`config.mk`:
```
export PLATFORM = sky130hd
export DESIGN_NAME = mbe_retry_ctrl
export DESIGN_NICKNAME = d
export VERILOG_FILES = /design/src/rtl/mbe_retry_pkg.sv /design/src/rtl/mbe_bank_tracker.sv /design/src/rtl/mbe_retry_arb.sv /design/src/rtl/mbe_retry_ctrl.sv
export SDC_FILE = /design/constraint.sdc
export NUM_CORES = 1
export LEC_CHECK = 0
export BUFFER_PORTS_ARGS = -buffer_cell sky130_fd_sc_hd__buf_2
export CAP_MARGIN = 40
export CELL_PAD_IN_SITES_DETAIL_PLACEMENT = 0
export CELL_PAD_IN_SITES_GLOBAL_PLACEMENT = 2
export CORE_MARGIN = 2
export CORE_UTILIZATION = 35
export DETAILED_ROUTE_END_ITERATION = 6
export PLACE_DENSITY_LB_ADDON = 0.3
export SLEW_MARGIN = 20
export SYNTH_ARGS = -nofsm -noshare
export SYNTH_HDL_FRONTEND = slang
export SYNTH_HIERARCHICAL = 1
export SYNTH_SLANG_ARGS = --single-unit
export TNS_END_PERCENT = 50
```
`constraint.sdc`:
```
create_clock -name clk -period 10.05 [get_ports clk]
set_input_delay 0 -clock clk [delete_from_list [all_inputs] [get_ports clk]]
set_output_delay 0 -clock clk [all_outputs]
set_load 0.05 [all_outputs]
```
`src/rtl/mbe_retry_pkg.sv`:
```
package mbe_retry_pkg;

  localparam int CNT_MAX_W = 8;

  typedef enum logic [1:0] {
    RD_CLEAN  = 2'd0,
    RD_FIXED  = 2'd1,
    RD_UNCORR = 2'd2,
    RD_RSVD   = 2'd3
  } rd_status_e;

  typedef enum logic [1:0] {
    SLOT_FREE  = 2'd0,
    SLOT_BUSY  = 2'd1,
    SLOT_RETRY = 2'd2
  } slot_e;

  typedef enum logic [2:0] {
    ACT_NONE    = 3'd0,
    ACT_DELIVER = 3'd1,
    ACT_POISON  = 3'd2,
    ACT_RETRY   = 3'd3,
    ACT_FAIL    = 3'd4
  } cpl_act_e;

  // Both upper codes count as uncorrectable.
  function automatic logic status_uncorr(input logic [1:0] st);
    return st[1];
  endfunction

  // Outcome of a completion, given the tracking lookup and the retry budget.
  function automatic cpl_act_e classify(input logic hit,
                                        input logic [1:0] st,
                                        input logic poison,
                                        input logic [CNT_MAX_W-1:0] used,
                                        input logic [CNT_MAX_W-1:0] limit);
    if (!hit) return ACT_NONE;
    if (poison) return ACT_POISON;
    if (!status_uncorr(st)) return ACT_DELIVER;
    if (used < limit) return ACT_RETRY;
    return ACT_FAIL;
  endfunction

endpackage

```
`src/rtl/mbe_bank_tracker.sv`:
```
module mbe_bank_tracker
  import mbe_retry_pkg::*;
#(
  parameter int SLOTS    = 2,
  parameter int TID_W    = 4,
  parameter int ADDR_W   = 10,
  parameter int CNT_W    = 3,
  parameter int BANK_GAP = 2
) (
  input  logic              clk,
  input  logic              rst_n,
  input  logic              alloc_vld,
  input  logic [TID_W-1:0]  alloc_tid,
  input  logic [ADDR_W-1:0] alloc_addr,
  input  logic              alloc_sys,
  input  logic              cpl_vld,
  input  logic [TID_W-1:0]  cpl_tid,
  input  logic [1:0]        cpl_status,
  input  logic              cpl_poison,
  input  logic [CNT_W-1:0]  cfg_limit,
  input  logic              grant,
  output cpl_act_e          cpl_act,
  output logic [ADDR_W-1:0] hit_addr,
  output logic              hit_sys,
  output logic [CNT_W-1:0]  hit_used,
  output logic              retry_rdy,
  output logic [TID_W-1:0]  retry_tid,
  output logic [ADDR_W-1:0] retry_addr,
  output logic              hold
);

  localparam int IDX_W = (SLOTS > 1) ? $clog2(SLOTS) : 1;
  localparam int TMR_W = $clog2(BANK_GAP + 2);
  localparam logic [TMR_W-1:0] GAP_LOAD = TMR_W'(BANK_GAP);

  slot_e             st_q   [SLOTS];
  logic [TID_W-1:0]  tid_q  [SLOTS];
  logic [ADDR_W-1:0] addr_q [SLOTS];
  logic              sys_q  [SLOTS];
  logic [CNT_W-1:0]  used_q [SLOTS];
  logic [TMR_W-1:0]  tmr_q;

  // Named internal events.
  logic             hit;
  logic [IDX_W-1:0] hit_idx;
  logic             free_ok;
  logic [IDX_W-1:0] free_idx;
  logic             any_retry;
  logic [IDX_W-1:0] rty_idx;
  logic             alloc_take;
  logic             take_grant;
  logic             bank_idle;

  // Lowest-index matches win in each search.
  always_comb begin
    hit = 1'b0; hit_idx = '0;
    free_ok = 1'b0; free_idx = '0;
    any_retry = 1'b0; rty_idx = '0;
    for (int i = SLOTS - 1; i >= 0; i--) begin
      if (st_q[i] == SLOT_BUSY && tid_q[i] == cpl_tid) begin
        hit = cpl_vld;
        hit_idx = IDX_W'(i);
      end
      if (st_q[i] == SLOT_FREE) begin
        free_ok = 1'b1;
        free_idx = IDX_W'(i);
      end
      if (st_q[i] == SLOT_RETRY) begin
        any_retry = 1'b1;
        rty_idx = IDX_W'(i);
      end
    end
  end

  assign cpl_act    = classify(hit, cpl_status, cpl_poison,
                               CNT_MAX_W'(used_q[hit_idx]), CNT_MAX_W'(cfg_limit));
  assign hit_addr   = addr_q[hit_idx];
  assign hit_sys    = sys_q[hit_idx];
  assign hit_used   = used_q[hit_idx];
  assign bank_idle  = (tmr_q == '0);
  assign hold       = any_retry;
  assign retry_rdy  = any_retry && bank_idle;
  assign retry_tid  = tid_q[rty_idx];
  assign retry_addr = addr_q[rty_idx];
  // A held bank accepts no new tracking: the retry must be its next access.
  assign alloc_take = alloc_vld && free_ok && !any_retry;
  assign take_grant = grant && retry_rdy;

  always_ff @(posedge clk or negedge rst_n) begin
    if (!rst_n) begin
      for (int i = 0; i < SLOTS; i++) begin
        st_q[i]   <= SLOT_FREE;
        tid_q[i]  <= '0;
        addr_q[i] <= '0;
        sys_q[i]  <= 1'b0;
        used_q[i] <= '0;
      end
    end else begin
      for (int i = 0; i < SLOTS; i++) begin
        if (alloc_take && free_idx == IDX_W'(i)) begin
          st_q[i]   <= SLOT_BUSY;
          tid_q[i]  <= alloc_tid;
          addr_q[i] <= alloc_addr;
          sys_q[i]  <= alloc_sys;
          used_q[i] <= '0;
        end else if (hit && hit_idx == IDX_W'(i)) begin
          if (cpl_act == ACT_RETRY) begin
            st_q[i]   <= SLOT_RETRY;
            used_q[i] <= used_q[i] + CNT_W'(1);
          end else begin
            st_q[i] <= SLOT_FREE;
          end
        end else if (take_grant && rty_idx == IDX_W'(i)) begin
          st_q[i] <= SLOT_BUSY;
        end
      end
    end
  end

  // Bank turnaround timer: restarts on every access to the bank.
  always_ff @(posedge clk or negedge rst_n) begin
    if (!rst_n) begin
      tmr_q <= '0;
    end else if (alloc_take || cpl_act == ACT_RETRY || take_grant) begin
      tmr_q <= GAP_LOAD;
    end else if (!bank_idle) begin
      tmr_q <= tmr_q - TMR_W'(1);
    end
  end

  // a pending retry keeps the bank held until it is issued.
  p_hold_kept_r3: assert property (@(posedge clk) disable iff (!rst_n)
    hold && !take_grant |=> hold);

  // the retry never goes out in the cycle the hold first appears.
  p_retry_waits_gap_r3: assert property (@(posedge clk) disable iff (!rst_n)
    $rose(hold) |-> !retry_rdy);

  // a held bank's busy count cannot grow except through a retry or a completion.
  p_held_no_growth_r10: assert property (@(posedge clk) disable iff (!rst_n)
    hold && !hit |=> $countones({st_q[0] == SLOT_FREE, st_q[SLOTS-1] == SLOT_FREE})
                     >= $past($countones({st_q[0] == SLOT_FREE, st_q[SLOTS-1] == SLOT_FREE})));

endmodule

```
`src/rtl/mbe_retry_arb.sv`:
```
module mbe_retry_arb #(
  parameter int NB = 4,
  localparam int BW = (NB > 1) ? $clog2(NB) : 1
) (
  input  logic          clk,
  input  logic          rst_n,
  input  logic [NB-1:0] req,
  output logic [NB-1:0] grant,
  output logic [BW-1:0] grant_idx
);

  // Fixed priority, lowest bank first.
  always_comb begin
    grant = '0;
    grant_idx = '0;
    for (int i = NB - 1; i >= 0; i--) begin
      if (req[i]) begin
        grant = '0;
        grant[i] = 1'b1;
        grant_idx = BW'(i);
      end
    end
  end

  // at most one retry per cycle.
  p_one_grant_r9: assert property (@(posedge clk) disable iff (!rst_n)
    $onehot0(grant));

  // a grant exists whenever any bank asks, and no lower bank is passed over.
  p_lowest_first_r9: assert property (@(posedge clk) disable iff (!rst_n)
    (|req) |-> (|(grant & req)) && ((req & (grant - NB'(1))) == '0));

endmodule

```
`src/rtl/mbe_retry_ctrl.sv`:
```
module mbe_retry_ctrl
  import mbe_retry_pkg::*;
#(
  parameter int NUM_BANKS = 4,
  parameter int SLOTS     = 2,
  parameter int TID_W     = 4,
  parameter int ADDR_W    = 10,
  parameter int DATA_W    = 32,
  parameter int CNT_W     = 3,
  parameter int BANK_GAP  = 2,
  localparam int BANK_W   = (NUM_BANKS > 1) ? $clog2(NUM_BANKS) : 1
) (
  input  logic                 clk,
  input  logic                 rst_n,
  input  logic [CNT_W-1:0]     cfg_retry_limit,
  input  logic                 iss_vld,
  input  logic [BANK_W-1:0]    iss_bank,
  input  logic [TID_W-1:0]     iss_tid,
  input  logic [ADDR_W-1:0]    iss_addr,
  input  logic                 iss_sys,
  input  logic                 cpl_vld,
  input  logic [BANK_W-1:0]    cpl_bank,
  input  logic [TID_W-1:0]     cpl_tid,
  input  logic [1:0]           cpl_status,
  input  logic                 cpl_poison,
  input  logic [DATA_W-1:0]    cpl_data,
  output logic [NUM_BANKS-1:0] bank_hold,
  output logic                 retry_vld,
  output logic [BANK_W-1:0]    retry_bank,
  output logic [TID_W-1:0]     retry_tid,
  output logic [ADDR_W-1:0]    retry_addr,
  output logic                 rsp_vld,
  output logic [TID_W-1:0]     rsp_tid,
  output logic [DATA_W-1:0]    rsp_data,
  output logic                 rsp_squash,
  output logic                 rsp_err,
  output logic                 rsp_poison,
  output logic                 log_vld,
  output logic [BANK_W-1:0]    log_bank,
  output logic [TID_W-1:0]     log_tid,
  output logic [ADDR_W-1:0]    log_addr,
  output logic                 log_sys,
  output logic [CNT_W-1:0]     log_attempts,
  output logic                 exc_app,
  output logic                 exc_os
);

  logic [NUM_BANKS-1:0][2:0]        act_v;
  logic [NUM_BANKS-1:0][ADDR_W-1:0] hadr_v;
  logic [NUM_BANKS-1:0]             hsys_v;
  logic [NUM_BANKS-1:0][CNT_W-1:0]  hused_v;
  logic [NUM_BANKS-1:0]             rdy_v;
  logic [NUM_BANKS-1:0][TID_W-1:0]  rtid_v;
  logic [NUM_BANKS-1:0][ADDR_W-1:0] radr_v;
  logic [NUM_BANKS-1:0]             grant_v;
  logic [BANK_W-1:0]                grant_idx;
  cpl_act_e                         sel_act;

  for (genvar b = 0; b < NUM_BANKS; b++) begin : g_bank
    cpl_act_e bank_act;
    mbe_bank_tracker #(
      .SLOTS(SLOTS), .TID_W(TID_W), .ADDR_W(ADDR_W),
      .CNT_W(CNT_W), .BANK_GAP(BANK_GAP)
    ) u_trk (
      .clk        (clk),
      .rst_n      (rst_n),
      .alloc_vld  (iss_vld && iss_bank == BANK_W'(b)),
      .alloc_tid  (iss_tid),
      .alloc_addr (iss_addr),
      .alloc_sys  (iss_sys),
      .cpl_vld    (cpl_vld && cpl_bank == BANK_W'(b)),
      .cpl_tid    (cpl_tid),
      .cpl_status (cpl_status),
      .cpl_poison (cpl_poison),
      .cfg_limit  (cfg_retry_limit),
      .grant      (grant_v[b]),
      .cpl_act    (bank_act),
      .hit_addr   (hadr_v[b]),
      .hit_sys    (hsys_v[b]),
      .hit_used   (hused_v[b]),
      .retry_rdy  (rdy_v[b]),
      .retry_tid  (rtid_v[b]),
      .retry_addr (radr_v[b]),
      .hold       (bank_hold[b])
    );
    assign act_v[b] = bank_act;
  end

  mbe_retry_arb #(.NB(NUM_BANKS)) u_arb (
    .clk       (clk),
    .rst_n     (rst_n),
    .req       (rdy_v),
    .grant     (grant_v),
    .grant_idx (grant_idx)
  );

  assign retry_vld  = |grant_v;
  assign retry_bank = grant_idx;
  assign retry_tid  = rtid_v[grant_idx];
  assign retry_addr = radr_v[grant_idx];

  assign sel_act = cpl_act_e'(act_v[cpl_bank]);

  always_ff @(posedge clk or negedge rst_n) begin
    if (!rst_n) begin
      rsp_vld      <= 1'b0;
      rsp_tid      <= '0;
      rsp_data     <= '0;
      rsp_squash   <= 1'b0;
      rsp_err      <= 1'b0;
      rsp_poison   <= 1'b0;
      log_vld      <= 1'b0;
      log_bank     <= '0;
      log_tid      <= '0;
      log_addr     <= '0;
      log_sys      <= 1'b0;
      log_attempts <= '0;
      exc_app      <= 1'b0;
      exc_os       <= 1'b0;
    end else begin
      rsp_vld    <= (sel_act != ACT_NONE);
      rsp_tid    <= cpl_tid;
      rsp_data   <= cpl_data;
      rsp_squash <= (sel_act == ACT_RETRY);
      rsp_err    <= (sel_act == ACT_POISON) || (sel_act == ACT_FAIL);
      rsp_poison <= (sel_act == ACT_POISON);
      log_vld    <= (sel_act == ACT_FAIL);
      exc_app    <= (sel_act == ACT_FAIL) && !hsys_v[cpl_bank];
      exc_os     <= (sel_act == ACT_FAIL) && hsys_v[cpl_bank];
      if (sel_act == ACT_FAIL) begin
        log_bank     <= cpl_bank;
        log_tid      <= cpl_tid;
        log_addr     <= hadr_v[cpl_bank];
        log_sys      <= hsys_v[cpl_bank];
        log_attempts <= hused_v[cpl_bank];
      end
    end
  end

  // a provisional reply is never an error reply.
  p_squash_not_err_r3: assert property (@(posedge clk) disable iff (!rst_n)
    rsp_vld && rsp_squash |-> !rsp_err && !rsp_poison);

  // a retry only leaves a bank that is being held for it.
  p_retry_from_hold_r3: assert property (@(posedge clk) disable iff (!rst_n)
    retry_vld |-> bank_hold[retry_bank]);

  // poisoned replies never reach the persistent log.
  p_poison_unlogged_r4: assert property (@(posedge clk) disable iff (!rst_n)
    rsp_vld && rsp_poison |-> !log_vld && !exc_app && !exc_os);

  // a log record travels with a final, unsquashed error reply.
  p_log_with_final_r6: assert property (@(posedge clk) disable iff (!rst_n)
    log_vld |-> rsp_vld && rsp_err && !rsp_squash && !rsp_poison);

  // the logged count equals the limit in force at the completion.
  p_log_count_r6: assert property (@(posedge clk) disable iff (!rst_n)
    log_vld |-> log_attempts == $past(cfg_retry_limit));

  // exactly one exception line, matching the logged privilege flag.
  p_exc_route_r8: assert property (@(posedge clk) disable iff (!rst_n)
    log_vld |-> (exc_os == log_sys) && (exc_app == !log_sys));

  p_exc_only_on_log_r8: assert property (@(posedge clk) disable iff (!rst_n)
    !log_vld |-> !exc_app && !exc_os);

endmodule

```
# Yosys cells after proc, flatten, opt, wreduce, memory -nomap -nowiden
# Index checks and enable logic that the tools add are counted.
# W data, S select, Z words.
[op_classes]
n_bitwise = 20
eq_ne = 41
muxes = 242
n_lt_le_gt_ge = 14
reduce_logical = 120
n_addsub = 12
[op_table]
columns = ["cell", "count"]
rows = [
  ["$mux W10", 26],
  ["$mux W3", 70],
  ["$mux W1", 83],
  ["$mux W2", 40],
  ["$mux W4", 17],
  ["$logic_and A1 B1 Y1", 58],
  ["$bmux W10 S2", 2],
  ["$eq A4 B4 Y1", 8],
  ["$reduce_bool A2 Y1", 16],
  ["$logic_not A2 Y1", 14],
  ["$reduce_bool A3 Y1", 9],
  ["$add A3 B1 Y3 const B", 8],
  ["$eq A2 B2 Y1 const B", 12],
  ["$eq A2 B1 Y1 const B", 10],
  ["$eq A3 B2 Y1 const B", 6],
  ["$ge A2 B2 Y1 const B", 8],
  ["$not A1 Y2", 8],
  ["$reduce_and A2 Y1", 8],
  ["$bmux W3 S2", 2],
  ["$lt A3 B3 Y1", 4],
  ["$not A1 Y1", 12],
  ["$logic_or A1 B1 Y1", 9],
  ["$bmux W4 S2", 1],
  ["$ne A2 B2 Y1 const B", 4],
  ["6 further kinds", 14],
]
[totals]
input_bits = 65
regBits = 231
elab_cells = 507
output_inout_bits = 84

# Longest topological paths before layout
# Gate-level depths: netlist of run 1.
[depth]
word_depth = 21
mapped_depth = 17

# Modules after synthesis
# Netlist of run 1, hierarchy kept.
[by_module_without_submodules]
columns = ["mod", "cells_per_inst", "instances", "area_per_inst_um2", "seq_area_each_um2"]
rows = [
  ["mbe_bank_tracker at g_bank[0].u_trk ...", 211, 3, 2449.8, 1051.0],
  ["mbe_retry_ctrl", 143, 1, 2685.1, 1576.5],
  ["mbe_bank_tracker at g_bank[3].u_trk", 215, 1, 2418.6, 1051.0],
  ["mbe_retry_arb", 9, 1, 60.1, 0.0],
]

# Least setup slack after synthesis of run 1
# OpenSTA, ideal clock, no wires.
[synth_path]
kind = "register to register"
start = "register g_bank[3].u_trk/tid_q[6] (netlist bit)"
end = "register log_tid[3]"
setup_ns = 0.125
arrival_ns = 4.005
period_less_slack_ns = 4.130
stages_incl_launch_ff = 18
required_time_ns = 9.925
path_slack_ns = 5.920
path_cell_list = "dfrtp_1 xor2_1 nor3b_1 and2_1 buf_6 nand2b_1 buf_2 mux2_1 ha_1 nand2_1 o21ai_0 nor4_1 nand2b_1 a311oi_1 mux4_2 nor3b_4 buf_6 mux2_2"
[synth_rtl]
columns = ["item", "line", "source"]
rows = [
  ["from (decl)", "mbe_bank_tracker.sv:37", "logic [TID_W-1:0] tid_q [SLOTS];"],
  ["from (signal, indexed assignment)", "mbe_bank_tracker.sv:102", "tid_q[i] <= alloc_tid;"],
  ["to (signal assigned)", "mbe_retry_ctrl.sv:132", "log_tid <= cpl_tid;"],
  ["to (decl)", "mbe_retry_ctrl.sv:40", "output logic [TID_W-1:0] log_tid,"],
]

==> flow_results.xml, run 1 <==
<?xml version="1.0" encoding="UTF-8"?>
<metrics>
  <group name="status">
    <metric name="outcome" unit="">completed</metric>
  </group>
  <group name="floorplanning">
    <metric name="die_h" unit="um">193</metric>
    <metric name="initial_core_util" unit="%">35.4</metric>
    <metric name="design.die.area" unit="um2">37300</metric>
    <metric name="io_pins" unit="">149</metric>
    <metric name="placement_rows" unit="">69</metric>
    <metric name="floorplan.core_area" unit="um2">35400</metric>
    <metric name="dieWidth" unit="um">193</metric>
  </group>
  <group name="sta">
    <metric name="final-setup-viol-count" unit="">0</metric>
    <metric name="clock.fmax" unit="MHz">191</metric>
    <metric name="grt_setup_unrepaired" unit="">no</metric>
    <metric name="fin_setup_tns" unit="ns">0</metric>
    <metric name="hold_violations" unit="">0</metric>
    <metric name="tightestPinTransition" unit="ns">0.835</metric>
    <metric name="post-route-min-period" unit="ns">5.23</metric>
    <metric name="whs" unit="ns">0.0254</metric>
    <metric name="finalCritPeriodShare" unit="%">52.1</metric>
    <metric name="maxSlewViolCount" unit="">0</metric>
    <metric name="final.setup_skew" unit="ns">0.0115</metric>
    <metric name="relSlewSlack" unit="%">44.3</metric>
  </group>
  <group name="synthesis">
    <metric name="ys.flop_type" unit="">sky130_fd_sc_hd__dfrtp_1</metric>
    <metric name="avgSynthCellArea" unit="um2">12.5</metric>
    <metric name="synthCells" unit="">1000</metric>
    <metric name="area_fraction_in_compound_gates_after_synthesis" unit="%">6.50</metric>
    <metric name="synth_fp_nets" unit="">1085</metric>
    <metric name="synth_area" unit="um2">12500</metric>
    <metric name="synth.area.top_cells" unit="">sky130_fd_sc_hd__dfrtp_1 46%, sky130_fd_sc_hd__mux2_2 18%, sky130_fd_sc_hd__mux4_2 5.6%, sky130_fd_sc_hd__mux2_4 3.7%, sky130_fd_sc_hd__ha_1 2.0%</metric>
    <metric name="synth_fa_ha_area_share" unit="%">2.00</metric>
    <metric name="synthDistinctLibCells" unit="">61</metric>
    <metric name="dominant_combinational_cell_family_by_area_after_synthesis" unit="">multiplexers</metric>
    <metric name="synth.ff_latch_count" unit="">231</metric>
    <metric name="synth_warnings" unit="">6</metric>
    <metric name="synth_area_leader_cell" unit="">sky130_fd_sc_hd__dfrtp_1</metric>
    <metric name="synth.area.mux_share" unit="%">29.8</metric>
    <metric name="asyncSetResetFlopFracSynth" unit="%">100</metric>
    <metric name="post-synth-top-area-fraction" unit="%">46.2</metric>
    <metric name="yosys.cell_count.top_type" unit="">sky130_fd_sc_hd__dfrtp_1</metric>
    <metric name="synth_edf_count" unit="">0</metric>
    <metric name="cell_types_with_the_highest_counts_after_synthesis" unit="">231 x sky130_fd_sc_hd__dfrtp_1, 202 x sky130_fd_sc_hd__mux2_2, 66 x sky130_fd_sc_hd__nand2_1, 44 x sky130_fd_sc_hd__inv_1, 43 x sky130_fd_sc_hd__o21ai_0</metric>
    <metric name="yosys.area_share.xor_xnor" unit="%">1.75</metric>
    <metric name="synth_simple_gate_area_share" unit="%">10.6</metric>
    <metric name="synth-seq-area-share" unit="%">46.2</metric>
  </group>
  <group name="clocking">
    <metric name="clk_path_buf_depth" unit="">3</metric>
    <metric name="htree_levels" unit="">1</metric>
    <metric name="cts_made_buffers" unit="">28</metric>
    <metric name="tritoncts_num_sinks" unit="">231</metric>
    <metric name="cts.clk_slew.worst_paths" unit="ns">0.06</metric>
    <metric name="cts_root_buf" unit="">sky130_fd_sc_hd__clkbuf_16</metric>
    <metric name="insertion_delay" unit="ns">0.55</metric>
    <metric name="tritoncts_clock_tree" unit="">done</metric>
    <metric name="post_cts_resize_count" unit="">0</metric>
  </group>
  <group name="detailed_routing">
    <metric name="drc_violation_total_after_the_first_tritonroute_iteration" unit="">468</metric>
    <metric name="vias" unit="">8671</metric>
    <metric name="drt_drc_violations_left" unit="">0</metric>
    <metric name="routed_wl" unit="um">35000</metric>
    <metric name="detail_route.wl_per_cell" unit="um">20.7</metric>
    <metric name="ant_nets" unit="">0</metric>
    <metric name="dr_pass1_iterations" unit="">5</metric>
    <metric name="via_per_inst" unit="">5.12</metric>
  </group>
  <group name="finish">
    <metric name="n_antenna_cell" unit="">0</metric>
    <metric name="multiInputGateArea" unit="um2">6370</metric>
    <metric name="layout.cell_area.non_filler" unit="um2">15400</metric>
    <metric name="final_layout_size_suffix_gt1_share" unit="%">42.0</metric>
    <metric name="layout.area.seq" unit="um2">5780</metric>
    <metric name="final.fill_count" unit="">3352</metric>
    <metric name="nets" unit="">1298</metric>
    <metric name="syn_to_final_growth" unit="%">22.7</metric>
  </group>
  <group name="power">
    <metric name="power_density_cells" unit="nW/um2">176</metric>
    <metric name="cellLeakagePower" unit="nW">7.62</metric>
    <metric name="power.total" unit="mW">2.70</metric>
    <metric name="max-vdd-ir-drop" unit="mV">0.128</metric>
  </group>
  <group name="grt">
    <metric name="grt_util_met3" unit="%">3.02</metric>
    <metric name="busiest_layer" unit="">met2</metric>
    <metric name="grt_first_pass_wirelength" unit="um">53700</metric>
    <metric name="largest_net_degree_at_the_start_of_global_routing" unit="">101</metric>
    <metric name="grt-ovfl-total" unit="">0</metric>
    <metric name="grt_pass1_vias" unit="">8878</metric>
    <metric name="track_usage" unit="%">19.1</metric>
    <metric name="initial_antenna_violation_count" unit="">1</metric>
    <metric name="globalRouteMet1Util" unit="%">27.0</metric>
    <metric name="met2_global_route_usage" unit="%">31.2</metric>
  </group>
  <group name="place">
    <metric name="hpwlAfterDp" unit="um">23800</metric>
    <metric name="placed_area" unit="um2">13800</metric>
    <metric name="gp_routability_congestion" unit="">0.786</metric>
    <metric name="buffer_ports.inserted" unit="">147</metric>
  </group>
  <group name="critical_path">
    <metric name="setup.worst_path.end_class" unit="">register</metric>
    <metric name="worst-endpoint-arrival" unit="ns">5.66</metric>
    <metric name="setup.worst_path.class" unit="">register to register</metric>
    <metric name="critPathMaxFanout" unit="">23</metric>
    <metric name="required" unit="ns">10.48</metric>
    <metric name="critical_path.startpoint_type" unit="">register</metric>
  </group>
  <group name="worst_hold_path">
    <metric name="hp-class" unit="">primary input to register</metric>
  </group>
  <group name="job">
    <metric name="drv_cap" unit="">0</metric>
  </group>
</metrics>
## critical path, cell delays in order, from the launching register on
cell                      delay (ns)
sky130_fd_sc_hd__dfrtp_1        0.40
sky130_fd_sc_hd__xor2_1         0.16
sky130_fd_sc_hd__nor3_2         0.43
sky130_fd_sc_hd__nand4_2        0.35
sky130_fd_sc_hd__nand2_2        0.64
sky130_fd_sc_hd__mux2_2         0.44
sky130_fd_sc_hd__ha_1           0.20
sky130_fd_sc_hd__a21oi_1        0.14
sky130_fd_sc_hd__o21ai_0        0.15
sky130_fd_sc_hd__nor4_1         0.51
sky130_fd_sc_hd__nand2_1        0.15
sky130_fd_sc_hd__and4_1         0.20
sky130_fd_sc_hd__mux4_2         0.52
sky130_fd_sc_hd__nor3b_4        0.18
sky130_fd_sc_hd__buf_4          0.27
sky130_fd_sc_hd__mux2_1         0.36
## metrics by stage
| step | setup WS [ns] | util, % | cells |
|---|---|---|---|
| floorplan | 5.92 | - | 1000 |
| detailed placement | 4.83 | 39.1 | 1589 |
| global route | 4.51 | 43.4 | 1693 |
| finish | 4.82 | 43.4 | 1693 |
| CTS | 4.79 | 43.3 | 1692 |
| global placement | 4.51 | 38.9 | 1584 |
## cell type report
cell class	instances	area share [%]
sequential	231	37.6
clock inverter	11	0.961
multi-input combinational	685	41.5
timing repair buffer	223	9.87
tap	461	3.76
clock buffer	38	5.20
inverter	44	1.08
## routing by layer
metal | share of wire, % | wire length [um]
met2 | 47 | 16400
met1 | 47 | 16500
met4 | 1.7 | 601
met5 | 0 | 0
met3 | 4.3 | 1500
## sequential cells by signal, indices dropped and copies added, names as in the netlist, 4 cells and up
name,count
g_bank.u_trk/st_q,16
g_bank.u_trk/sys_q,8
g_bank.u_trk/tmr_q,8
rsp_data,32
g_bank.u_trk/used_q,24
rsp_tid,4
g_bank.u_trk/tid_q,32
log_addr,10
log_tid,4
g_bank.u_trk/addr_q,80
## cells in the final DEF (no fill, tap or decap), types with 5 or more instances in the layout
cell type | synthesis | final
sky130_fd_sc_hd__xnor2_1 | 8 | 8
sky130_fd_sc_hd__buf_4 | 1 | 16
sky130_fd_sc_hd__a21o_1 | 11 | 11
sky130_fd_sc_hd__nor3b_1 | 6 | 6
sky130_fd_sc_hd__o21ai_0 | 43 | 43
sky130_fd_sc_hd__or2b_1 | 7 | 7
sky130_fd_sc_hd__dlygate4sd3_1 | 0 | 54
sky130_fd_sc_hd__nand2b_1 | 21 | 21
sky130_fd_sc_hd__xor2_1 | 17 | 17
sky130_fd_sc_hd__mux2_4 | 31 | 31
sky130_fd_sc_hd__nand2_1 | 66 | 66
sky130_fd_sc_hd__and2_1 | 10 | 10
sky130_fd_sc_hd__nand2_2 | 6 | 6
sky130_fd_sc_hd__buf_2 | 19 | 146
sky130_fd_sc_hd__nor3_1 | 11 | 6
sky130_fd_sc_hd__nor2_1 | 16 | 16
sky130_fd_sc_hd__clkbuf_16 | 0 | 28
sky130_fd_sc_hd__and4_1 | 6 | 6
sky130_fd_sc_hd__ha_1 | 20 | 20
sky130_fd_sc_hd__nand4_1 | 6 | 6
sky130_fd_sc_hd__nor3_2 | 7 | 12
sky130_fd_sc_hd__mux2_2 | 202 | 202
sky130_fd_sc_hd__mux2_1 | 12 | 12
sky130_fd_sc_hd__inv_1 | 44 | 44
sky130_fd_sc_hd__nand3_1 | 8 | 8
sky130_fd_sc_hd__mux2i_1 | 16 | 16
sky130_fd_sc_hd__o211ai_1 | 6 | 6
sky130_fd_sc_hd__mux4_2 | 31 | 31
sky130_fd_sc_hd__clkinv_2 | 0 | 5
sky130_fd_sc_hd__a311oi_1 | 8 | 8
sky130_fd_sc_hd__a21oi_1 | 21 | 20
sky130_fd_sc_hd__dfrtp_1 | 231 | 231
sky130_fd_sc_hd__nor2b_1 | 21 | 21
sky130_fd_sc_hd__clkbuf_8 | 0 | 6
sky130_fd_sc_hd__and3b_1 | 5 | 5
## cells by family after synthesis
logic type / count (synthesis)
mux: 292
xor+xnor: 25
compound gates: 123
flops: 231
fa+ha+maj: 20
simple gates: 225
buf+inv: 84
## power breakdown
group	internal (mW)	switching, mW
Sequential	1.04	0.0722
Clock	0.630	0.408
Combinational	0.248	0.296
## path summary, 6_finish.rpt
check / from / end / slack [ns] / depth (start not counted)
worst max-delay path: g_bank[1].u_trk/tid_q[5] / log_bank[0] / 4.82 / 15
max in group asynchronous: rst_n / g_bank[1].u_trk/addr_q[9] / 8.68 / 4
worst min-delay path: cpl_bank[0] / g_bank[1].u_trk/st_q[0] / 0.03 / 5
worst max register to register: g_bank[1].u_trk/tid_q[5] / log_bank[0] / 4.82 / 15
worst min register to register: log_bank[0] / log_bank[0] / 0.49 / 1
min in group asynchronous: rst_n / rsp_err / 0.06 / 2
## timing repair
| action | 4_1_cts | 5_1_grt |
|---|---|---|
| buffers inserted | 0 | 0 |
| endpoints found under the hold margin | 260 | 0 |
| setup endpoints to repair | 0 | 0 |
| hold buffers | 54 | 0 |
(Power assumes the default switching activity.)
==> run 2: changes to the inputs <==
- clock period: 10.05 -> 5.2 ns (I/O delays scaled with it)
==> run 2 against run 1 <==
- clock skew rose by 0.0064 ns
- routed wire length is 0.24% lower
- global-route usage shrank 0.069 points
- non-clock buffer count grew 5
- worst hold slack gained 0.0040 ns
- sequential power rose by 94%
- total power up 90%
- final cell count up 0.24%
==> flow_results.xml, run 2 (synthesis gave the netlist of run 1 again) <==
<?xml version="1.0" encoding="UTF-8"?>
<metrics>
  <group name="place">
    <metric name="placed_area" unit="um2">13900</metric>
    <metric name="buffer_ports.inserted" unit="">147</metric>
    <metric name="gp_routability_congestion" unit="">0.785</metric>
    <metric name="numPlacedInstances" unit="">1595</metric>
    <metric name="hpwlAfterDp" unit="um">24000</metric>
    <metric name="dp_worst_setup_slack" unit="ns">0.664</metric>
  </group>
  <group name="sta">
    <metric name="maxSlewViolCount" unit="">0</metric>
    <metric name="grt_setup_unrepaired" unit="">no</metric>
    <metric name="whs" unit="ns">0.0294</metric>
    <metric name="relSlewSlack" unit="%">44.6</metric>
    <metric name="setup_ws" unit="ns">0.610</metric>
    <metric name="final.setup_skew" unit="ns">0.0179</metric>
    <metric name="tightestPinTransition" unit="ns">0.830</metric>
    <metric name="fin_setup_tns" unit="ns">0</metric>
    <metric name="finalCritPeriodShare" unit="%">88.3</metric>
    <metric name="hold_violations" unit="">0</metric>
    <metric name="post-route-min-period" unit="ns">4.59</metric>
    <metric name="clock.fmax" unit="MHz">218</metric>
    <metric name="final-setup-viol-count" unit="">0</metric>
  </group>
  <group name="finish">
    <metric name="layout_common_cells" unit="">231 x sky130_fd_sc_hd__dfrtp_1, 202 x sky130_fd_sc_hd__mux2_2, 146 x sky130_fd_sc_hd__buf_2, 66 x sky130_fd_sc_hd__nand2_1, 54 x sky130_fd_sc_hd__dlygate4sd3_1</metric>
    <metric name="nets" unit="">1303</metric>
    <metric name="fin_cells" unit="">1697</metric>
    <metric name="biggestRegsByFlops" unit="">g_bank.u_trk/addr_q: 80 flops, g_bank.u_trk/tid_q: 32 flops, rsp_data: 32 flops</metric>
    <metric name="utilization_after_layout" unit="%">43.3</metric>
    <metric name="final_common_cell" unit="">sky130_fd_sc_hd__dfrtp_1</metric>
    <metric name="largest_register_ffs" unit="">80</metric>
    <metric name="n_antenna_cell" unit="">0</metric>
    <metric name="layout.cell_area.non_filler" unit="um2">15300</metric>
    <metric name="syn_to_final_growth" unit="%">22.5</metric>
    <metric name="registers.top_by_ff_count" unit="">g_bank.u_trk/addr_q</metric>
    <metric name="final_layout_size_suffix_gt1_share" unit="%">41.8</metric>
  </group>
  <group name="critical_path">
    <metric name="setup.worst_path.class" unit="">register to register</metric>
    <metric name="critical_path.reg2reg.startpoint" unit="">g_bank[2].u_trk/st_q[1]</metric>
    <metric name="worst_r2r_endpoint" unit="">log_bank[0]</metric>
    <metric name="setup.worst_path.end_class" unit="">register</metric>
    <metric name="rr_worst_depth" unit="">15</metric>
    <metric name="timing.critical_path.slowest_stage_cell" unit="">sky130_fd_sc_hd__mux4_2</metric>
    <metric name="reg2reg_slack" unit="ns">0.61</metric>
    <metric name="critPathMaxFanout" unit="">10</metric>
    <metric name="path_common_cell" unit="">sky130_fd_sc_hd__o21ai_0</metric>
    <metric name="worst-endpoint-arrival" unit="ns">5.03</metric>
    <metric name="required" unit="ns">5.64</metric>
    <metric name="max_stage_delay" unit="ns">0.53</metric>
    <metric name="cp_cell_sequence" unit="">and2b_1 -&gt; o2111ai_2 -&gt; nor3_2 -&gt; nand2_2 -&gt; o21ai_0 -&gt; ha_1 -&gt; a21oi_1 -&gt; o21ai_0 -&gt; nor4_1 -&gt; nand2_1 -&gt; and4_1 -&gt; mux4_2 -&gt; nor3b_4 -&gt; buf_4 -&gt; mux2_1</metric>
    <metric name="critical_path.startpoint_type" unit="">register</metric>
  </group>
  <group name="floorplanning">
    <metric name="io_pins" unit="">149</metric>
    <metric name="floorplan.core_area" unit="um2">35400</metric>
    <metric name="design.die.area" unit="um2">37300</metric>
    <metric name="die_h" unit="um">193</metric>
    <metric name="placement_rows" unit="">69</metric>
    <metric name="initial_core_util" unit="%">35.4</metric>
    <metric name="dieWidth" unit="um">193</metric>
  </group>
  <group name="detailed_routing">
    <metric name="detail_route.wl_per_cell" unit="um">20.6</metric>
    <metric name="via_per_inst" unit="">5.06</metric>
    <metric name="drc_violation_total_after_the_first_tritonroute_iteration" unit="">463</metric>
    <metric name="ant_nets" unit="">0</metric>
    <metric name="vias" unit="">8595</metric>
    <metric name="routed_wl" unit="um">34900</metric>
    <metric name="drt_drc_violations_left" unit="">0</metric>
    <metric name="dr_pass1_iterations" unit="">4</metric>
  </group>
  <group name="clocking">
    <metric name="tritoncts_clock_tree" unit="">done</metric>
    <metric name="tritoncts_num_sinks" unit="">231</metric>
    <metric name="cts_root_buf" unit="">sky130_fd_sc_hd__clkbuf_16</metric>
    <metric name="insertion_delay" unit="ns">0.56</metric>
    <metric name="clk_path_buf_depth" unit="">3</metric>
    <metric name="cts_setup_buffers" unit="">0</metric>
    <metric name="htree_levels" unit="">1</metric>
    <metric name="cts.clk_slew.worst_paths" unit="ns">0.06</metric>
    <metric name="cts_made_buffers" unit="">28</metric>
  </group>
  <group name="grt">
    <metric name="track_usage" unit="%">19.1</metric>
    <metric name="initial_antenna_violation_count" unit="">0</metric>
    <metric name="grt_first_pass_wirelength" unit="um">53600</metric>
    <metric name="grt-ovfl-total" unit="">0</metric>
    <metric name="largest_net_degree_at_the_start_of_global_routing" unit="">101</metric>
    <metric name="grt_pass1_vias" unit="">8787</metric>
  </group>
  <group name="worst_hold_path">
    <metric name="whs_path_depth" unit="">5</metric>
    <metric name="hp-class" unit="">primary input to register</metric>
    <metric name="timing.hold.worst.start" unit="">cpl_bank[0]</metric>
    <metric name="hold_end" unit="">g_bank[1].u_trk/used_q[5]</metric>
  </group>
  <group name="power">
    <metric name="cellLeakagePower" unit="nW">7.61</metric>
    <metric name="power.total" unit="mW">5.12</metric>
    <metric name="power.clock.fraction" unit="%">37.4</metric>
    <metric name="cellInternalPower" unit="mW">3.65</metric>
    <metric name="sw_frac_of_total" unit="%">28.8</metric>
    <metric name="power_density_cells" unit="nW/um2">334</metric>
    <metric name="p_switching" unit="mW">1.47</metric>
    <metric name="max-vdd-ir-drop" unit="mV">0.271</metric>
    <metric name="combinational_power_share" unit="%">20.6</metric>
    <metric name="sequential_share_of_power" unit="%">42.0</metric>
  </group>
  <group name="job">
    <metric name="drv_cap" unit="">0</metric>
  </group>
  <group name="status">
    <metric name="outcome" unit="">completed</metric>
  </group>
</metrics>
-- run 2: cell types whose count changed in the layout (fill, tap and decap cells not counted) --
cell | previous run | this run
sky130_fd_sc_hd__buf_4 | 16 | 23
sky130_fd_sc_hd__clkbuf_1 | 4 | 8
sky130_fd_sc_hd__clkinv_2 | 5 | 2
sky130_fd_sc_hd__bufinv_16 | 3 | 1
sky130_fd_sc_hd__clkbuf_8 | 6 | 8
sky130_fd_sc_hd__buf_16 | 1 | 0
sky130_fd_sc_hd__buf_8 | 3 | 2
sky130_fd_sc_hd__clkinv_16 | 0 | 1
sky130_fd_sc_hd__clkinv_8 | 1 | 0
sky130_fd_sc_hd__clkinvlp_4 | 1 | 0
sky130_fd_sc_hd__inv_6 | 1 | 0
-- run 2: routing by layer --
metal  global-route usage (%)  share of wire [%]  up-vias
li1                         -                  -     4080
met1                     26.9                 48     4333
met2                     32.0                 48      158
met3                     2.30                3.3       24
met4                     3.09                1.2        0
met5                        0                  0        -
-- run 2: worst max path at each step --
| stage | slack [ns] | end | start | depth (start not counted) |
|---|---|---|---|---|
| final | 0.61 | log_bank[0] | g_bank[2].u_trk/st_q[1] | 15 |
| after global routing | 0.30 | log_bank[0] | g_bank[3].u_trk/tid_q[5] | 15 |
| after CTS | 0.64 | log_addr[3] | g_bank[3].u_trk/tid_q[5] | 15 |
| after detailed placement | 0.66 | log_addr[1] | g_bank[3].u_trk/tid_q[5] | 15 |
| after global placement | 0.69 | log_addr[2] | g_bank[3].u_trk/tid_q[5] | 15 |
| after floorplan | 1.07 | log_tid[3] | g_bank[3].u_trk/tid_q[6] | 17 |
-- run 2: layout make-up --
type | instances | area (um2)
sequential | 231 | 5780
multi-input combinational | 685 | 6370
timing repair buffer | 228 | 1530
clock inverter | 4 | 70.1
fill | 3328 | 20100
clock buffer | 44 | 841
inverter | 44 | 165
tap | 461 | 577
-- run 2: critical path: cells and delay by family, from the launching register on --
family                   cells  cell delay, ns
AND/OR/NAND/NOR              7            1.70
AO/OA/AOI/OAI                4            0.93
multiplexers                 2            0.85
flip-flops                   1            0.40
adder cells (fa/ha/maj)      1            0.36
buffers and inverters        1            0.20
-- run 2: repair_timing --
action | 4_1_cts | 5_1_grt
hold buffers | 54 | 0
endpoints found under the hold margin | 261 | 0
resized for setup | 0 | 0
-- run 2: power groups by stage --
stage	logic [mW]	clock network, mW	registers, mW
after CTS	1.07	1.99	2.16
after global routing	1.16	2.05	2.19
after detailed placement	1.03	0	2.19
after floorplan	0.690	0	2.20
after global placement	1.02	0	2.18
final	1.05	1.91	2.15
==> run 3: changes to the inputs <==
==> constraint.sdc (replaced) <==
create_clock -name clk -period 5.2 [get_ports clk]
set_input_delay 0.52 -clock clk [delete_from_list [all_inputs] [get_ports clk]]
set_output_delay 0.52 -clock clk [all_outputs]
set_load 0.05 [all_outputs]
==> run 3 against run 2 <==
- the flow now finishes with violations (negative hold slack)
- final cell count down 1.7%
- critical path type unchanged
- non-clock buffer count is 30 lower
- critical endpoint is now log_attempts[1]
- final area shrank 1.8%
==> flow_results.xml, run 3 (synthesis gave the netlist of run 1 again) <==
<?xml version="1.0" encoding="UTF-8"?>
<metrics>
  <group name="critical_path">
    <metric name="timing.critical_path.buf_inv" unit="">3</metric>
    <metric name="worst-endpoint-arrival" unit="ns">5.09</metric>
    <metric name="critPathMaxFanout" unit="">13</metric>
    <metric name="path_common_cell" unit="">sky130_fd_sc_hd__o21ai_0</metric>
    <metric name="setup.worst_path.class" unit="">register to register</metric>
    <metric name="critical_path.startpoint_type" unit="">register</metric>
    <metric name="cpLargestDelayFamily" unit="">simple AND/OR/NAND/NOR gates</metric>
    <metric name="timing.critical_path.slowest_stage_cell" unit="">sky130_fd_sc_hd__nor4_1</metric>
    <metric name="max_stage_delay" unit="ns">0.48</metric>
    <metric name="setup.worst_path.end_class" unit="">register</metric>
    <metric name="required" unit="ns">5.64</metric>
    <metric name="cp_cell_sequence" unit="">and2b_1 -&gt; o2111ai_2 -&gt; nor3_2 -&gt; nand2_2 -&gt; buf_4 -&gt; o21ai_0 -&gt; ha_1 -&gt; a21oi_1 -&gt; o21ai_0 -&gt; nor4_1 -&gt; nand2_1 -&gt; and4_1 -&gt; mux4_2 -&gt; nor3b_4 -&gt; buf_8 -&gt; buf_12 -&gt; mux2_2</metric>
  </group>
  <group name="sta">
    <metric name="fin_setup_tns" unit="ns">0</metric>
    <metric name="final.setup_skew" unit="ns">0.0199</metric>
    <metric name="grt_setup_unrepaired" unit="">no</metric>
    <metric name="post-route-min-period" unit="ns">4.65</metric>
    <metric name="final-setup-viol-count" unit="">0</metric>
    <metric name="relSlewSlack" unit="%">41.5</metric>
    <metric name="tightestPinTransition" unit="ns">0.878</metric>
    <metric name="maxSlewViolCount" unit="">0</metric>
    <metric name="finalCritPeriodShare" unit="%">89.5</metric>
    <metric name="hold_violations" unit="">10</metric>
    <metric name="clock.fmax" unit="MHz">215</metric>
    <metric name="whs" unit="ns">-0.0603</metric>
  </group>
  <group name="clocking">
    <metric name="cts_setup_buffers" unit="">0</metric>
    <metric name="cts_made_buffers" unit="">27</metric>
    <metric name="cts_root_buf" unit="">sky130_fd_sc_hd__clkbuf_16</metric>
    <metric name="post_cts_resize_count" unit="">0</metric>
    <metric name="cts.clk_slew.worst_paths" unit="ns">0.06</metric>
    <metric name="insertion_delay" unit="ns">0.57</metric>
    <metric name="tritoncts_clock_tree" unit="">done</metric>
    <metric name="clk_path_buf_depth" unit="">3</metric>
    <metric name="htree_levels" unit="">1</metric>
    <metric name="tritoncts_num_sinks" unit="">231</metric>
    <metric name="cts_hold_buffers" unit="">0</metric>
  </group>
  <group name="grt">
    <metric name="grt-ovfl-total" unit="">0</metric>
    <metric name="grt_pass1_vias" unit="">8679</metric>
    <metric name="track_usage" unit="%">19.0</metric>
    <metric name="largest_net_degree_at_the_start_of_global_routing" unit="">101</metric>
    <metric name="grt_first_pass_wirelength" unit="um">53000</metric>
    <metric name="initial_antenna_violation_count" unit="">4</metric>
  </group>
  <group name="power">
    <metric name="power.clock.fraction" unit="%">39.5</metric>
    <metric name="power_density_cells" unit="nW/um2">351</metric>
    <metric name="cellLeakagePower" unit="nW">7.55</metric>
    <metric name="max-vdd-ir-drop" unit="mV">0.278</metric>
    <metric name="p_switching" unit="mW">1.51</metric>
    <metric name="sequential_share_of_power" unit="%">40.8</metric>
    <metric name="sw_frac_of_total" unit="%">28.5</metric>
    <metric name="cellInternalPower" unit="mW">3.77</metric>
    <metric name="combinational_power_share" unit="%">19.7</metric>
  </group>
  <group name="finish">
    <metric name="utilization_after_layout" unit="%">42.5</metric>
    <metric name="syn_to_final_growth" unit="%">20.3</metric>
    <metric name="largest_register_ffs" unit="">80</metric>
    <metric name="final_common_cell" unit="">sky130_fd_sc_hd__dfrtp_1</metric>
    <metric name="fin_cells" unit="">1668</metric>
    <metric name="registers.top_by_ff_count" unit="">g_bank.u_trk/addr_q</metric>
    <metric name="layout_common_cells" unit="">231 x sky130_fd_sc_hd__dfrtp_1, 202 x sky130_fd_sc_hd__mux2_2, 147 x sky130_fd_sc_hd__buf_2, 66 x sky130_fd_sc_hd__nand2_1, 44 x sky130_fd_sc_hd__inv_1</metric>
    <metric name="layout.cell_area.non_filler" unit="um2">15100</metric>
    <metric name="biggestRegsByFlops" unit="">g_bank.u_trk/addr_q: 80 flops, g_bank.u_trk/tid_q: 32 flops, rsp_data: 32 flops</metric>
    <metric name="nets" unit="">1272</metric>
    <metric name="n_antenna_cell" unit="">0</metric>
    <metric name="final_layout_size_suffix_gt1_share" unit="%">45.2</metric>
  </group>
  <group name="floorplanning">
    <metric name="die_h" unit="um">193</metric>
    <metric name="initial_core_util" unit="%">35.4</metric>
    <metric name="design.die.area" unit="um2">37300</metric>
    <metric name="io_pins" unit="">149</metric>
    <metric name="floorplan.core_area" unit="um2">35400</metric>
    <metric name="placement_rows" unit="">69</metric>
    <metric name="dieWidth" unit="um">193</metric>
  </group>
  <group name="status">
    <metric name="outcome" unit="">finished, violations left</metric>
    <metric name="failing_checks" unit="">negative hold slack</metric>
  </group>
  <group name="detailed_routing">
    <metric name="drc_violation_total_after_the_first_tritonroute_iteration" unit="">462</metric>
    <metric name="vias" unit="">8553</metric>
    <metric name="dr_pass1_iterations" unit="">4</metric>
    <metric name="drt_drc_violations_left" unit="">0</metric>
    <metric name="via_per_inst" unit="">5.13</metric>
    <metric name="ant_nets" unit="">0</metric>
    <metric name="routed_wl" unit="um">34800</metric>
    <metric name="detail_route.wl_per_cell" unit="um">20.9</metric>
  </group>
  <group name="place">
    <metric name="placed_area" unit="um2">14100</metric>
    <metric name="buffer_ports.inserted" unit="">147</metric>
    <metric name="numPlacedInstances" unit="">1618</metric>
    <metric name="hpwlAfterDp" unit="um">24300</metric>
    <metric name="gp_routability_congestion" unit="">0.776</metric>
  </group>
  <group name="worst_hold_path">
    <metric name="hp-class" unit="">primary input to asynchronous set/reset pin</metric>
  </group>
  <group name="job">
    <metric name="drv_cap" unit="">0</metric>
  </group>
</metrics>
## run 3: power by group through the flow
stage	logic, mW	registers, mW	clock network, mW
6_report	1.04	2.15	2.09
5_1_grt	1.14	2.18	2.22
4_1_cts	1.06	2.16	2.15
3_5_place_dp	1.05	2.19	0
3_3_place_gp	1.03	2.18	0
2_1_floorplan	0.690	2.20	0
## run 3: area by class of cell
| type | count | area [um2] |
|---|---|---|
| Multi-Input combinational cell | 685 | 6370 |
| Sequential cell | 231 | 5780 |
| Clock inverter | 15 | 244 |
| Timing Repair Buffer | 198 | 1190 |
| Fill cell | 3430 | 20300 |
| Clock buffer | 34 | 722 |
| Tap cell | 461 | 577 |
| Inverter | 44 | 165 |
## run 3: stage by stage
step | setup slack [ns] | power, mW
after floorplan | 0.922 | 2.89
after global placement | 0.110 | 3.21
after detailed placement | 0.354 | 3.24
after CTS | 0.588 | 5.36
after global routing | 0.345 | 5.54
final | 0.549 | 5.28
## run 3: worst paths after layout
kind / from / end / slack, ns / depth (start not counted)
min in group clk: cpl_data[3] / rsp_data[3] / 0.05 / 1
setup / recovery: g_bank[1].u_trk/st_q[1] / log_attempts[1] / 0.55 / 17
hold / removal: rst_n / rsp_err / -0.06 / 1
hold reg to reg: log_attempts[2] / log_attempts[2] / 0.50 / 1
setup reg to reg: g_bank[1].u_trk/st_q[1] / log_attempts[1] / 0.55 / 17
max in group asynchronous: rst_n / g_bank[2].u_trk/st_q[3] / 3.99 / 2
## run 3: routing by layer
metal / track usage, % / vias to the layer above / routed length [um]
li1: - / 4006 / -
met5: 0 / - / 26
met2: 31.1 / 168 / 16500
met4: 4.75 / 6 / 671
met3: 3.15 / 42 / 1590
met1: 26.2 / 4331 / 16000
